## config.mk

```make
export PLATFORM = sky130hd
export DESIGN_NAME = rename_unit
export DESIGN_NICKNAME = d
export VERILOG_FILES = /design/src/rtl/rn_pkg.sv /design/src/rtl/rn_freelist.sv /design/src/rtl/rn_map.sv /design/src/rtl/rn_xlate.sv /design/src/rtl/rename_unit.sv
export SDC_FILE = /design/constraint.sdc
export NUM_CORES = 1
export LEC_CHECK = 0
export CORE_UTILIZATION = 56
export DETAILED_ROUTE_END_ITERATION = 7
export PLACE_DENSITY_LB_ADDON = 0.25
export REMOVE_ABC_BUFFERS = 1
export SYNTH_ARGS = -nofsm -noshare
export SYNTH_HDL_FRONTEND = slang
export SYNTH_SLANG_ARGS = --single-unit
```

## constraint.sdc

```tcl
create_clock -name clk -period 4.9 [get_ports clk]
set_clock_uncertainty 0.1 [all_clocks]
set_input_delay 0.49 -clock clk [delete_from_list [all_inputs] [get_ports clk]]
set_output_delay 0.49 -clock clk [all_outputs]
set_load 0.01 [all_outputs]
```

## src/rtl/rn_pkg.sv

```systemverilog
package rn_pkg;

    typedef enum logic [1:0] {
        EV_NONE,
        EV_OK,
        EV_BAD
    } rs_ev_t;

    function automatic int unsigned popcnt(input logic [31:0] v);
        int unsigned n;
        n = 0;
        for (int i = 0; i < 32; i++) n += int'(v[i]);
        return n;
    endfunction

endpackage

```

## src/rtl/rn_freelist.sv

```systemverilog
module rn_freelist #(
    parameter int PHYS_N = 16,
    parameter int ARCH_N = 8,
    parameter int SLOTS  = 4,
    parameter int CKPT_N = 4,
    localparam int PW = $clog2(PHYS_N),
    localparam int CW = $clog2(CKPT_N),
    localparam int FREE_MAX = PHYS_N - ARCH_N
) (
    input  logic                       clk,
    input  logic                       rst,
    input  logic [SLOTS-1:0]           want,
    input  logic                       go,
    input  logic                       take,
    input  logic [CW-1:0]              take_id,
    input  logic                       restore,
    input  logic [CW-1:0]              restore_id,
    input  logic [SLOTS-1:0]           push_mask,
    input  logic [SLOTS-1:0][PW-1:0]   push_reg,
    output logic [SLOTS-1:0][PW-1:0]   grant,
    output logic [PW:0]                free_cnt
);
    logic [PW-1:0] mem [PHYS_N];
    logic [PW-1:0] snap_head [CKPT_N];
    logic [PW-1:0] head, tail;
    logic [PW:0]   cnt;
    logic [PW:0]   n_alloc, n_push;
    logic [SLOTS-1:0][PW-1:0] paddr;

    assign n_alloc  = go ? (PW+1)'(rn_pkg::popcnt(32'(want))) : '0;
    assign n_push   = (PW+1)'(rn_pkg::popcnt(32'(push_mask)));
    assign free_cnt = cnt;

    // read window: writers take entries in slot order
    always_comb begin
        logic [PW-1:0] r;
        r = '0;
        for (int i = 0; i < SLOTS; i++) begin
            grant[i] = mem[head + r];
            if (want[i]) r = r + PW'(1);
        end
    end

    // write window: returned registers packed behind the tail
    always_comb begin
        logic [PW-1:0] w;
        w = '0;
        for (int i = 0; i < SLOTS; i++) begin
            paddr[i] = tail + w;
            if (push_mask[i]) w = w + PW'(1);
        end
    end

    always_ff @(posedge clk) begin
        if (rst) begin
            for (int k = 0; k < PHYS_N; k++)
                mem[k] <= (k < FREE_MAX) ? PW'(ARCH_N + k) : '0;
            for (int c = 0; c < CKPT_N; c++) snap_head[c] <= '0;
            head <= '0;
            tail <= PW'(FREE_MAX);
            cnt  <= (PW+1)'(FREE_MAX);
        end else begin
            for (int k = 0; k < SLOTS; k++)
                if (push_mask[k]) mem[paddr[k]] <= push_reg[k];
            tail <= tail + n_push[PW-1:0];
            if (restore) begin
                head <= snap_head[restore_id];
                cnt  <= cnt + (PW+1)'(PW'(head - snap_head[restore_id])) + n_push;
            end else begin
                head <= head + n_alloc[PW-1:0];
                cnt  <= cnt - n_alloc + n_push;
            end
            if (take) snap_head[take_id] <= head + n_alloc[PW-1:0];
        end
    end

    p_cnt_bound_r7: assert property (@(posedge clk) disable iff (rst)
        cnt <= (PW+1)'(FREE_MAX));

    p_no_underflow_r6: assert property (@(posedge clk) disable iff (rst)
        go |-> n_alloc <= cnt);

endmodule

```

## src/rtl/rn_map.sv

```systemverilog
module rn_map #(
    parameter int ARCH_N = 8,
    parameter int PHYS_N = 16,
    parameter int SLOTS  = 4,
    parameter int CKPT_N = 4,
    localparam int AW = $clog2(ARCH_N),
    localparam int PW = $clog2(PHYS_N),
    localparam int CW = $clog2(CKPT_N)
) (
    input  logic                       clk,
    input  logic                       rst,
    input  logic [SLOTS-1:0]           wr_mask,
    input  logic [SLOTS-1:0][AW-1:0]   dst,
    input  logic [SLOTS-1:0][PW-1:0]   pdst,
    input  logic [SLOTS-1:0][AW-1:0]   src1,
    input  logic [SLOTS-1:0][AW-1:0]   src2,
    output logic [SLOTS-1:0][PW-1:0]   rd1,
    output logic [SLOTS-1:0][PW-1:0]   rd2,
    output logic [SLOTS-1:0][PW-1:0]   rdd,
    input  logic                       take,
    input  logic [CW-1:0]              take_id,
    input  logic                       restore,
    input  logic [CW-1:0]              restore_id
);
    logic [PW-1:0] map     [ARCH_N];
    logic [PW-1:0] map_nxt [ARCH_N];
    logic [PW-1:0] snap    [CKPT_N][ARCH_N];

    always_comb begin
        for (int i = 0; i < SLOTS; i++) begin
            rd1[i] = map[src1[i]];
            rd2[i] = map[src2[i]];
            rdd[i] = map[dst[i]];
        end
    end

    // later slots overwrite earlier ones: last writer owns the entry
    always_comb begin
        map_nxt = map;
        for (int i = 0; i < SLOTS; i++)
            if (wr_mask[i]) map_nxt[dst[i]] = pdst[i];
    end

    always_ff @(posedge clk) begin
        if (rst) begin
            for (int a = 0; a < ARCH_N; a++) map[a] <= PW'(a);
            for (int c = 0; c < CKPT_N; c++)
                for (int a = 0; a < ARCH_N; a++) snap[c][a] <= PW'(a);
        end else begin
            if (restore) map <= snap[restore_id];
            else         map <= map_nxt;
            if (take) snap[take_id] <= map_nxt;
        end
    end

endmodule

```

## src/rtl/rn_xlate.sv

```systemverilog
module rn_xlate #(
    parameter int SLOTS = 4,
    parameter int AW    = 3,
    parameter int PW    = 4
) (
    input  logic [SLOTS-1:0]           wmask,
    input  logic [SLOTS-1:0][AW-1:0]   dst,
    input  logic [SLOTS-1:0][PW-1:0]   pnew,
    input  logic [SLOTS-1:0][AW-1:0]   key,
    input  logic [SLOTS-1:0][PW-1:0]   tbl,
    output logic [SLOTS-1:0][PW-1:0]   res
);
    // compare against every earlier writer, nearest match last so it wins
    always_comb begin
        for (int i = 0; i < SLOTS; i++) begin
            res[i] = tbl[i];
            for (int j = 0; j < SLOTS; j++)
                if (j < i && wmask[j] && dst[j] == key[i]) res[i] = pnew[j];
        end
    end

endmodule

```

## src/rtl/rename_unit.sv

```systemverilog
module rename_unit #(
    parameter int ARCH_N = 8,
    parameter int PHYS_N = 16,
    parameter int SLOTS  = 4,
    parameter int CKPT_N = 4,
    localparam int AW = $clog2(ARCH_N),
    localparam int PW = $clog2(PHYS_N),
    localparam int CW = $clog2(CKPT_N)
) (
    input  logic                       clk,
    input  logic                       rst,
    input  logic [SLOTS-1:0]           in_vld,
    input  logic [SLOTS-1:0]           in_wr,
    input  logic [SLOTS-1:0][AW-1:0]   in_dst,
    input  logic [SLOTS-1:0][AW-1:0]   in_src1,
    input  logic [SLOTS-1:0][AW-1:0]   in_src2,
    input  logic                       in_ckpt,
    output logic                       out_fire,
    output logic                       out_stall,
    output logic [SLOTS-1:0][PW-1:0]   out_pdst,
    output logic [SLOTS-1:0][PW-1:0]   out_psrc1,
    output logic [SLOTS-1:0][PW-1:0]   out_psrc2,
    output logic [SLOTS-1:0][PW-1:0]   out_pold,
    output logic [CW-1:0]              out_ckpt_id,
    input  logic [SLOTS-1:0]           cm_vld,
    input  logic [SLOTS-1:0][PW-1:0]   cm_preg,
    input  logic                       rs_ok,
    input  logic                       rs_bad,
    input  logic [CW-1:0]              rs_id
);
    import rn_pkg::*;

    logic [SLOTS-1:0]         wrm;
    logic [PW:0]              need, free_cnt;
    logic [SLOTS-1:0][PW-1:0] rd1, rd2, rdd;
    logic                     take, restore, ck_full, dup;
    logic [CW-1:0]            ck_head;
    logic [CW:0]              ck_cnt;
    rs_ev_t                   ev;

    assign wrm     = in_vld & in_wr;
    assign need    = (PW+1)'(popcnt(32'(wrm)));
    assign ck_full = ck_cnt == (CW+1)'(CKPT_N);
    assign ev      = rs_bad ? EV_BAD : (rs_ok ? EV_OK : EV_NONE);
    assign restore = ev == EV_BAD;

    assign out_stall   = (|in_vld) && ((need > free_cnt) || (in_ckpt && ck_full));
    assign out_fire    = (|in_vld) && !out_stall && !restore;
    assign take        = out_fire && in_ckpt;
    assign out_ckpt_id = ck_head + ck_cnt[CW-1:0];

    rn_freelist #(.PHYS_N(PHYS_N), .ARCH_N(ARCH_N), .SLOTS(SLOTS), .CKPT_N(CKPT_N)) u_free (
        .clk(clk), .rst(rst), .want(wrm), .go(out_fire),
        .take(take), .take_id(out_ckpt_id),
        .restore(restore), .restore_id(rs_id),
        .push_mask(cm_vld), .push_reg(cm_preg),
        .grant(out_pdst), .free_cnt(free_cnt)
    );

    rn_map #(.ARCH_N(ARCH_N), .PHYS_N(PHYS_N), .SLOTS(SLOTS), .CKPT_N(CKPT_N)) u_map (
        .clk(clk), .rst(rst), .wr_mask(out_fire ? wrm : '0),
        .dst(in_dst), .pdst(out_pdst), .src1(in_src1), .src2(in_src2),
        .rd1(rd1), .rd2(rd2), .rdd(rdd),
        .take(take), .take_id(out_ckpt_id),
        .restore(restore), .restore_id(rs_id)
    );

    rn_xlate #(.SLOTS(SLOTS), .AW(AW), .PW(PW)) u_xs1 (
        .wmask(wrm), .dst(in_dst), .pnew(out_pdst),
        .key(in_src1), .tbl(rd1), .res(out_psrc1)
    );

    rn_xlate #(.SLOTS(SLOTS), .AW(AW), .PW(PW)) u_xs2 (
        .wmask(wrm), .dst(in_dst), .pnew(out_pdst),
        .key(in_src2), .tbl(rd2), .res(out_psrc2)
    );

    rn_xlate #(.SLOTS(SLOTS), .AW(AW), .PW(PW)) u_xold (
        .wmask(wrm), .dst(in_dst), .pnew(out_pdst),
        .key(in_dst), .tbl(rdd), .res(out_pold)
    );

    // checkpoint ring: oldest at ck_head, ck_cnt outstanding
    always_ff @(posedge clk) begin
        if (rst) begin
            ck_head <= '0;
            ck_cnt  <= '0;
        end else begin
            unique case (ev)
                EV_BAD:  ck_cnt <= {1'b0, (rs_id - ck_head)};
                EV_OK: begin
                    ck_head <= ck_head + CW'(1);
                    ck_cnt  <= ck_cnt - (CW+1)'(1) + (CW+1)'(take);
                end
                default: ck_cnt <= ck_cnt + (CW+1)'(take);
            endcase
        end
    end

    always_comb begin
        dup = 1'b0;
        for (int i = 0; i < SLOTS; i++)
            for (int j = 0; j < SLOTS; j++)
                if (i < j && wrm[i] && wrm[j] && out_pdst[i] == out_pdst[j]) dup = 1'b1;
    end

    p_uniq_pdst_r2: assert property (@(posedge clk) disable iff (rst)
        out_fire |-> !dup);

    p_ck_bound_r8: assert property (@(posedge clk) disable iff (rst)
        ck_cnt <= (CW+1)'(CKPT_N));

    p_bad_shrink_r9: assert property (@(posedge clk) disable iff (rst)
        rs_bad |=> ck_cnt <= $past(ck_cnt));

    p_ok_pending_r10: assert property (@(posedge clk) disable iff (rst)
        (rs_ok && !rs_bad) |-> ck_cnt != '0);

endmodule

```

==> run_results.csv, run 1 <==
group,metric,value,unit
outcome,status,"completed",
timing,fin_crit,4850,ps
grt,grt_pass1_wl,129,mm
timing,setup_viol,0,
layout,fin_cells,3064,
timing,max-slew-margin-rel,0.226,
placement,dp.cells,3011,
clocking,cts_tree,"built",
setup_path,worstPathArrival,4260,ps
clocking,cts_buffers,29,
setup_path,cp-start-kind,"input port",
floorplan,die_h,204,um
floorplan,dieArea,41800,um^2
clocking,clock_sinks,258,
synth,syn_inst,2364,
placement,io_buffers,138,
synth,synth-seq-area-share,0.316,
clocking,cts_resized,0,
grt,grt_start_max_net_pins,49,
power_and_ir_drop,switching_share,0.378,
setup_path,r2r_slack,750,ps
synth,netlist_area,22900,um^2
routing,routedWlPerCell,28.2,um
setup_path,endpoint,"out_pold[13]",
clocking,worstSkewPairLatency,580,ps
floorplan,ios,139,
clocking,cts_buffer_depth,3,
clocking,post-cts-setup-buffer-count,0,
synth,ys.flop_type,"edfxtp_1",
timing,finalMaxSlewViolations,0,
power_and_ir_drop,ir_worst_vdd,0.000288,V
timing,hold_violations,0,
synth,synthDistinctLibCells,89,
timing,period_share,0.990,
placement,pre_cts_ws,-492,ps
power_and_ir_drop,p_leak,9.37,nW
timing,rsz0062_at_grt,"no",
power_and_ir_drop,switchingPower,0.00334,W
layout,n_antenna_cell,0,
routing,post-route-drc-count,0,
power_and_ir_drop,pwr-share-clk,0.246,
routing,drtIter0Drc,2497,
synth,synth_edf_count,208,
placement,place_hpwl,62.5,mm
power_and_ir_drop,power.density,331,nW/um^2
layout,final_cell_mix,"306 x nor2_1, 280 x nand2_1, 208 x edfxtp_1",
clocking,hold_buffers,0,
synth,synth_warnings,0,
setup_path,worst_ep_required_time,4310,ps
power_and_ir_drop,p_int,0.00549,W
synth,syn_avg_cell_area,9.70,um^2
timing,layout_setup_ws,47.5,ps
placement,gp_congestion,1.03,
setup_path,crit_start,"in_vld[0]",
layout,final_common_cell,"nor2_1",
worst_hold_path,hold_class,"input port to register",
grt,grt_pass1_vias,20200,
setup_path,reg2regPathDepth,10,
power_and_ir_drop,comb_power_share,0.429,
clocking,root_buffer,"clkbuf_16",
floorplan,floorplan.rows,73,
routing,via_per_inst,6.91,
clocking,cts_htree_levels,1,
synth,async_flop_share,0,
worst_hold_path,whs_path_depth,2,
floorplan,start_util,0.572,
setup_path,r2r-end,"u_map.snap[1][1]$_SDFFCE_PN1P_",
layout,fill_cells,3150,
grt,grtUsageTotal,0.417,
timing,tightestPinTransition,1160,ps
grt,grt.overflow.total,0,
setup_path,r2r-start,"u_free.head[1]$_SDFF_PP0_",
routing,totalWireLength,86.3,mm
setup_path,crit_type,"input port to output pin",
timing,fmax,206,MHz
power_and_ir_drop,pwr-share-seq,0.325,
routing,antenna_left,0,
floorplan,core,40100,um^2
power_and_ir_drop,finalPower,0.00883,W
floorplan,chipWidth,204,um
clocking,path_clk_slew,50,ps
setup_path,cp_max_fo,12,
layout,area_delta_synth_final,16.3,%
layout,nets,2652,
setup_path,end_kind,"output pin",
run,max-cap-violations,0,
timing,finalSetupTns,0,ps
layout,drive_above_1_share,0.212,
grt,antenna_found_initial,4,
synth,ys_ff_latch,258,
routing,drt_pass1_iterations,8,
routing,vias,21200,
flip-flops by register name, indices dropped and copies added, names as in the netlist:
register          count
u_free.free_cnt       5
u_map.map            32
u_free.mem           64
ck_cnt                3
u_free.tail           4
u_map.snap          128
u_free.head           4
u_free.snap_head     16
ck_head               2
logic make-up (layout without fill, tap and decap cells):
family / after synthesis / count (layout) / synth area share
DFF: 258 / 258 / 0.316
buffers and inverters: 272 / 447 / 0.0498
AOI/OAI and AO/OA: 422 / 422 / 0.114
adders and majority gates: 64 / 64 / 0.0402
xor gates and xnor gates: 89 / 89 / 0.0351
muxes: 368 / 368 / 0.264
and+or+nand+nor: 891 / 891 / 0.180
cell usage after synthesis, types with 16 or more instances:
master | number | area (um^2)
nor2_1 | 306 | 1150
nand2_1 | 283 | 1060
edfxtp_1 | 208 | 6250
mux4_2 | 183 | 4120
o21ai_0 | 140 | 701
clkbuf_1 | 130 | 488
mux2i_1 | 118 | 1180
a21oi_1 | 117 | 586
inv_1 | 72 | 270
xor2_1 | 70 | 613
mux2_2 | 66 | 743
dfxtp_1 | 50 | 1000
nand3_1 | 50 | 250
ha_1 | 48 | 601
nor3_1 | 40 | 200
nor4_1 | 34 | 213
a31oi_1 | 33 | 206
nor2b_1 | 30 | 188
buf_1 | 29 | 109
or3_1 | 27 | 169
buf_2 | 26 | 130
nand2b_1 | 26 | 163
a211oi_1 | 18 | 135
xnor2_1 | 17 | 149
fa_1 | 16 | 320
cell type report:
cell class,count,area (um^2),area share
multi-input cells,1834,14600,0.548
flip-flops and latches,258,7250,0.272
repair buffers,320,2920,0.110
clock buffers,33,741,0.0278
well taps,525,657,0.0246
inverters,74,278,0.0104
clock inverters,20,209,0.00784
through the flow:
step	instance area [um^2]	hold slack (ps)	utilization
after floorplan	22100	434	-
after global placement	25600	450	0.640
after detailed placement	25600	462	0.640
after CTS	26600	404	0.663
after global routing	26700	450	0.665
final	26700	436	0.665
layer usage:
metal / routed length (um) / vias to the layer above / share of wire / global-route usage
met1: 33000 / 10000 / 0.38 / 0.571
met4: 5380 / 4 / 0.062 / 0.221
met2: 36500 / 1658 / 0.42 / 0.614
met3: 11400 / 383 / 0.13 / 0.0995
met5: 25 / - / 0.00029 / 0
li1: - / 9079 / - / -
worst max-delay path, cell delays in order:
cell and delay [ps]:
clkdlybuf4s50_1 440, nand2_2 110, buf_4 240, inv_1 90, buf_4 180, ha_1 200, ha_1 370, buf_4 210
mux4_2 230, mux2i_1 90, mux2_2 310, inv_1 320, a21oi_1 120, o21ai_0 270, clkdlybuf4s50_1 600
power by group through the flow:
stage          clock network [W]  logic [W]  registers, W
3_3_place_gp                   0    0.00363       0.00287
3_5_place_dp                   0    0.00367       0.00289
5_1_grt                  0.00227    0.00401       0.00287
6_report                 0.00217    0.00379       0.00287
2_1_floorplan                  0    0.00205       0.00278
4_1_cts                  0.00219    0.00368       0.00284
worst min path at each step:
stage	startpoint	to	slack, ps
after floorplan	ck_cnt[2]$_SDFF_PP0_	ck_cnt[2]$_SDFF_PP0_	430
after global placement	ck_cnt[2]$_SDFF_PP0_	ck_cnt[2]$_SDFF_PP0_	450
after detailed placement	ck_cnt[2]$_SDFF_PP0_	ck_cnt[2]$_SDFF_PP0_	460
after CTS	rst	u_free.tail[2]$_SDFF_PP0_	400
after global routing	rst	u_free.tail[1]$_SDFF_PP0_	450
final	rst	u_free.tail[2]$_SDFF_PP0_	440
(Power assumes the default switching activity.)
==> run 2, diff against run 1 <==
--- a/config.mk
+++ b/config.mk
@@ -5,9 +5,11 @@
 export SDC_FILE = /design/constraint.sdc
 export NUM_CORES = 1
 export LEC_CHECK = 0
-export CORE_UTILIZATION = 56
+export CORE_UTILIZATION = 60
 export DETAILED_ROUTE_END_ITERATION = 7
+export DONT_BUFFER_PORTS = 1
 export PLACE_DENSITY_LB_ADDON = 0.25
+export RECOVER_POWER = 50
 export REMOVE_ABC_BUFFERS = 1
 export SYNTH_ARGS = -nofsm -noshare
 export SYNTH_HDL_FRONTEND = slang
==> run 2 against run 1 <==
  * Die area fell by 6.6%
  * First-iteration DRC count rose by 15%
  * Combinational power fell by 17%
  * Non-clock buffer count fell by 233
  * Critical path type is now input port to register
  * Critical endpoint is now u_map.snap[0][2]$_SDFFCE_PN1P_
  * Largest power group unchanged
==> run_results.csv, run 2 (synthesis results as in run 1) <==
group,metric,value,unit
setup_path,end_kind,"register",
outcome,status,"completed",
layout,fin_cells,2814,
grt,grt_pass1_wl,121,mm
power_and_ir_drop,pwr-share-clk,0.247,
routing,antenna_left,0,
clocking,worstSkewPairLatency,570,ps
power_and_ir_drop,switchingPower,0.00305,W
run,max-cap-violations,0,
setup_path,cp-start-kind,"input port",
clocking,hold_buffers,4,
layout,nets,2417,
floorplan,floorplan.rows,71,
layout,drive_above_1_share,0.168,
clocking,path_clk_slew,60,ps
routing,post-route-drc-count,0,
power_and_ir_drop,ir_worst_vdd,0.000265,V
routing,routedWlPerCell,29.3,um
clocking,cts_buffers,27,
floorplan,die_h,197,um
timing,max-slew-margin-rel,0.0232,
grt,antenna_found_initial,2,
power_and_ir_drop,pwr-share-seq,0.359,
power_and_ir_drop,p_leak,8.19,nW
clocking,clock_sinks,258,
layout,reg_top3,"u_map.snap: 128 flops, u_free.mem: 64 flops, u_map.map: 32 flops",
floorplan,start_util,0.609,
clocking,root_buffer,"clkbuf_16",
timing,tightestPinTransition,1420,ps
power_and_ir_drop,finalPower,0.00797,W
timing,period_share,0.947,
timing,rsz0062_at_grt,"no",
placement,gp_congestion,1.00,
layout,final_cell_mix,"306 x nor2_1, 283 x nand2_1, 208 x edfxtp_1",
clocking,cts_resized,0,
timing,layout_setup_ws,260,ps
timing,fmax,216,MHz
setup_path,crit_type,"input port to register",
worst_hold_path,hold_class,"input port to register",
timing,setup_viol,0,
grt,grt.overflow.total,0,
setup_path,cp_max_fo,17,
power_and_ir_drop,comb_power_share,0.394,
layout,largest_reg_flops,128,
layout,area_delta_synth_final,5.51,%
grt,grtUsageTotal,0.423,
routing,via_per_inst,7.18,
grt,grt_pass1_vias,18900,
timing,finalMaxSlewViolations,0,
placement,pre_cts_ws,-53.0,ps
floorplan,ios,139,
timing,fin_crit,4640,ps
routing,drt_pass1_iterations,6,
setup_path,worstPathArrival,4820,ps
power_and_ir_drop,switching_share,0.383,
layout,fill_cells,3100,
power_and_ir_drop,power.density,329,nW/um^2
timing,finalSetupTns,0,ps
placement,io_buffers,0,
setup_path,worst_ep_required_time,5080,ps
placement,placed_area,23400,um^2
routing,vias,20200,
layout,final_common_cell,"nor2_1",
grt,grt_start_max_net_pins,67,
clocking,cts_htree_levels,1,
timing,hold_violations,0,
layout,regMostFlops,"u_map.snap",
floorplan,core,37700,um^2
clocking,post-cts-setup-buffer-count,0,
floorplan,dieArea,39000,um^2
placement,dp.cells,2760,
routing,totalWireLength,82.5,mm
clocking,cts_buffer_depth,3,
power_and_ir_drop,p_int,0.00492,W
placement,place_hpwl,57.3,mm
clocking,cts_tree,"built",
routing,drtIter0Drc,2863,
floorplan,chipWidth,197,um
layout,final_area,24200,um^2
-- run 2: cell types whose count changed in the layout (fill, tap and decap cells not counted), moves of 4 or more --
cell	change
buf_12	-9
buf_2	-4
clkbuf_2	+4
clkdlybuf4s50_1	-134
buf_4	-100
mux2_1	+15
mux2_2	-13
nor3_2	-5
clkbuf_1	+10
clkinv_4	-5
nor3_1	+5
-- run 2: through the flow --
step | utilization | hold WS, ps
after floorplan | - | 434
after global placement | 0.622 | 461
after detailed placement | 0.622 | 469
after CTS | 0.645 | 1.30
after global routing | 0.642 | 25.9
final | 0.642 | 17.0
-- run 2: worst max-delay path: stages --
cell and delay [ps]:
nand2_1 60, ha_1 340, inv_1 90, fa_1 380, inv_1 60, ha_1 240, ha_1 290, nor2b_1 130
o21a_1 180, o211a_1 430, buf_4 310, nor3_1 790, and3_1 270, a311oi_1 50, mux2i_1 410, buf_4 230
nand2_1 50
-- run 2: routing by layer --
metal	track usage	up-vias	share of wire
met1	0.580	9615	0.37
met5	0	-	0.00013
li1	-	8601	-
met4	0.206	2	0.057
met2	0.597	1641	0.41
met3	0.148	355	0.16
-- run 2: power by group through the flow --
stage / logic [W] / clock network (W) / registers (W)
final: 0.00314 / 0.00197 / 0.00286
after global placement: 0.00301 / 0 / 0.00286
after CTS: 0.00308 / 0.00197 / 0.00283
after global routing: 0.00332 / 0.00206 / 0.00287
after detailed placement: 0.00304 / 0 / 0.00288
after floorplan: 0.00205 / 0 / 0.00278
-- run 2: layout make-up --
class                      count  area (um^2)  share of cell area
antenna                        1         2.50            0.000103
clock buffer                  33          698              0.0289
clock inverter                16          126             0.00522
inverter                      74          278              0.0115
multi-input combinational   1834        14500               0.600
sequential                   258         7250               0.300
tap                          511          639              0.0264
timing repair buffer          87          693              0.0287
-- run 2: final timing paths --
check,endpoint,cells past startpoint,from,slack (ps)
max reg2reg,u_map.snap[2][24]$_SDFFCE_PN1P_,10,u_free.head[0]$_SDFF_PP0_,300
min,u_free.mem[5][1]$_DFFE_PP_,2,cm_preg[13],20
max,u_map.snap[0][2]$_SDFFCE_PN1P_,17,in_wr[0],260
min reg2reg,ck_head[0]$_SDFFE_PP0P_,2,ck_head[0]$_SDFFE_PP0P_,480
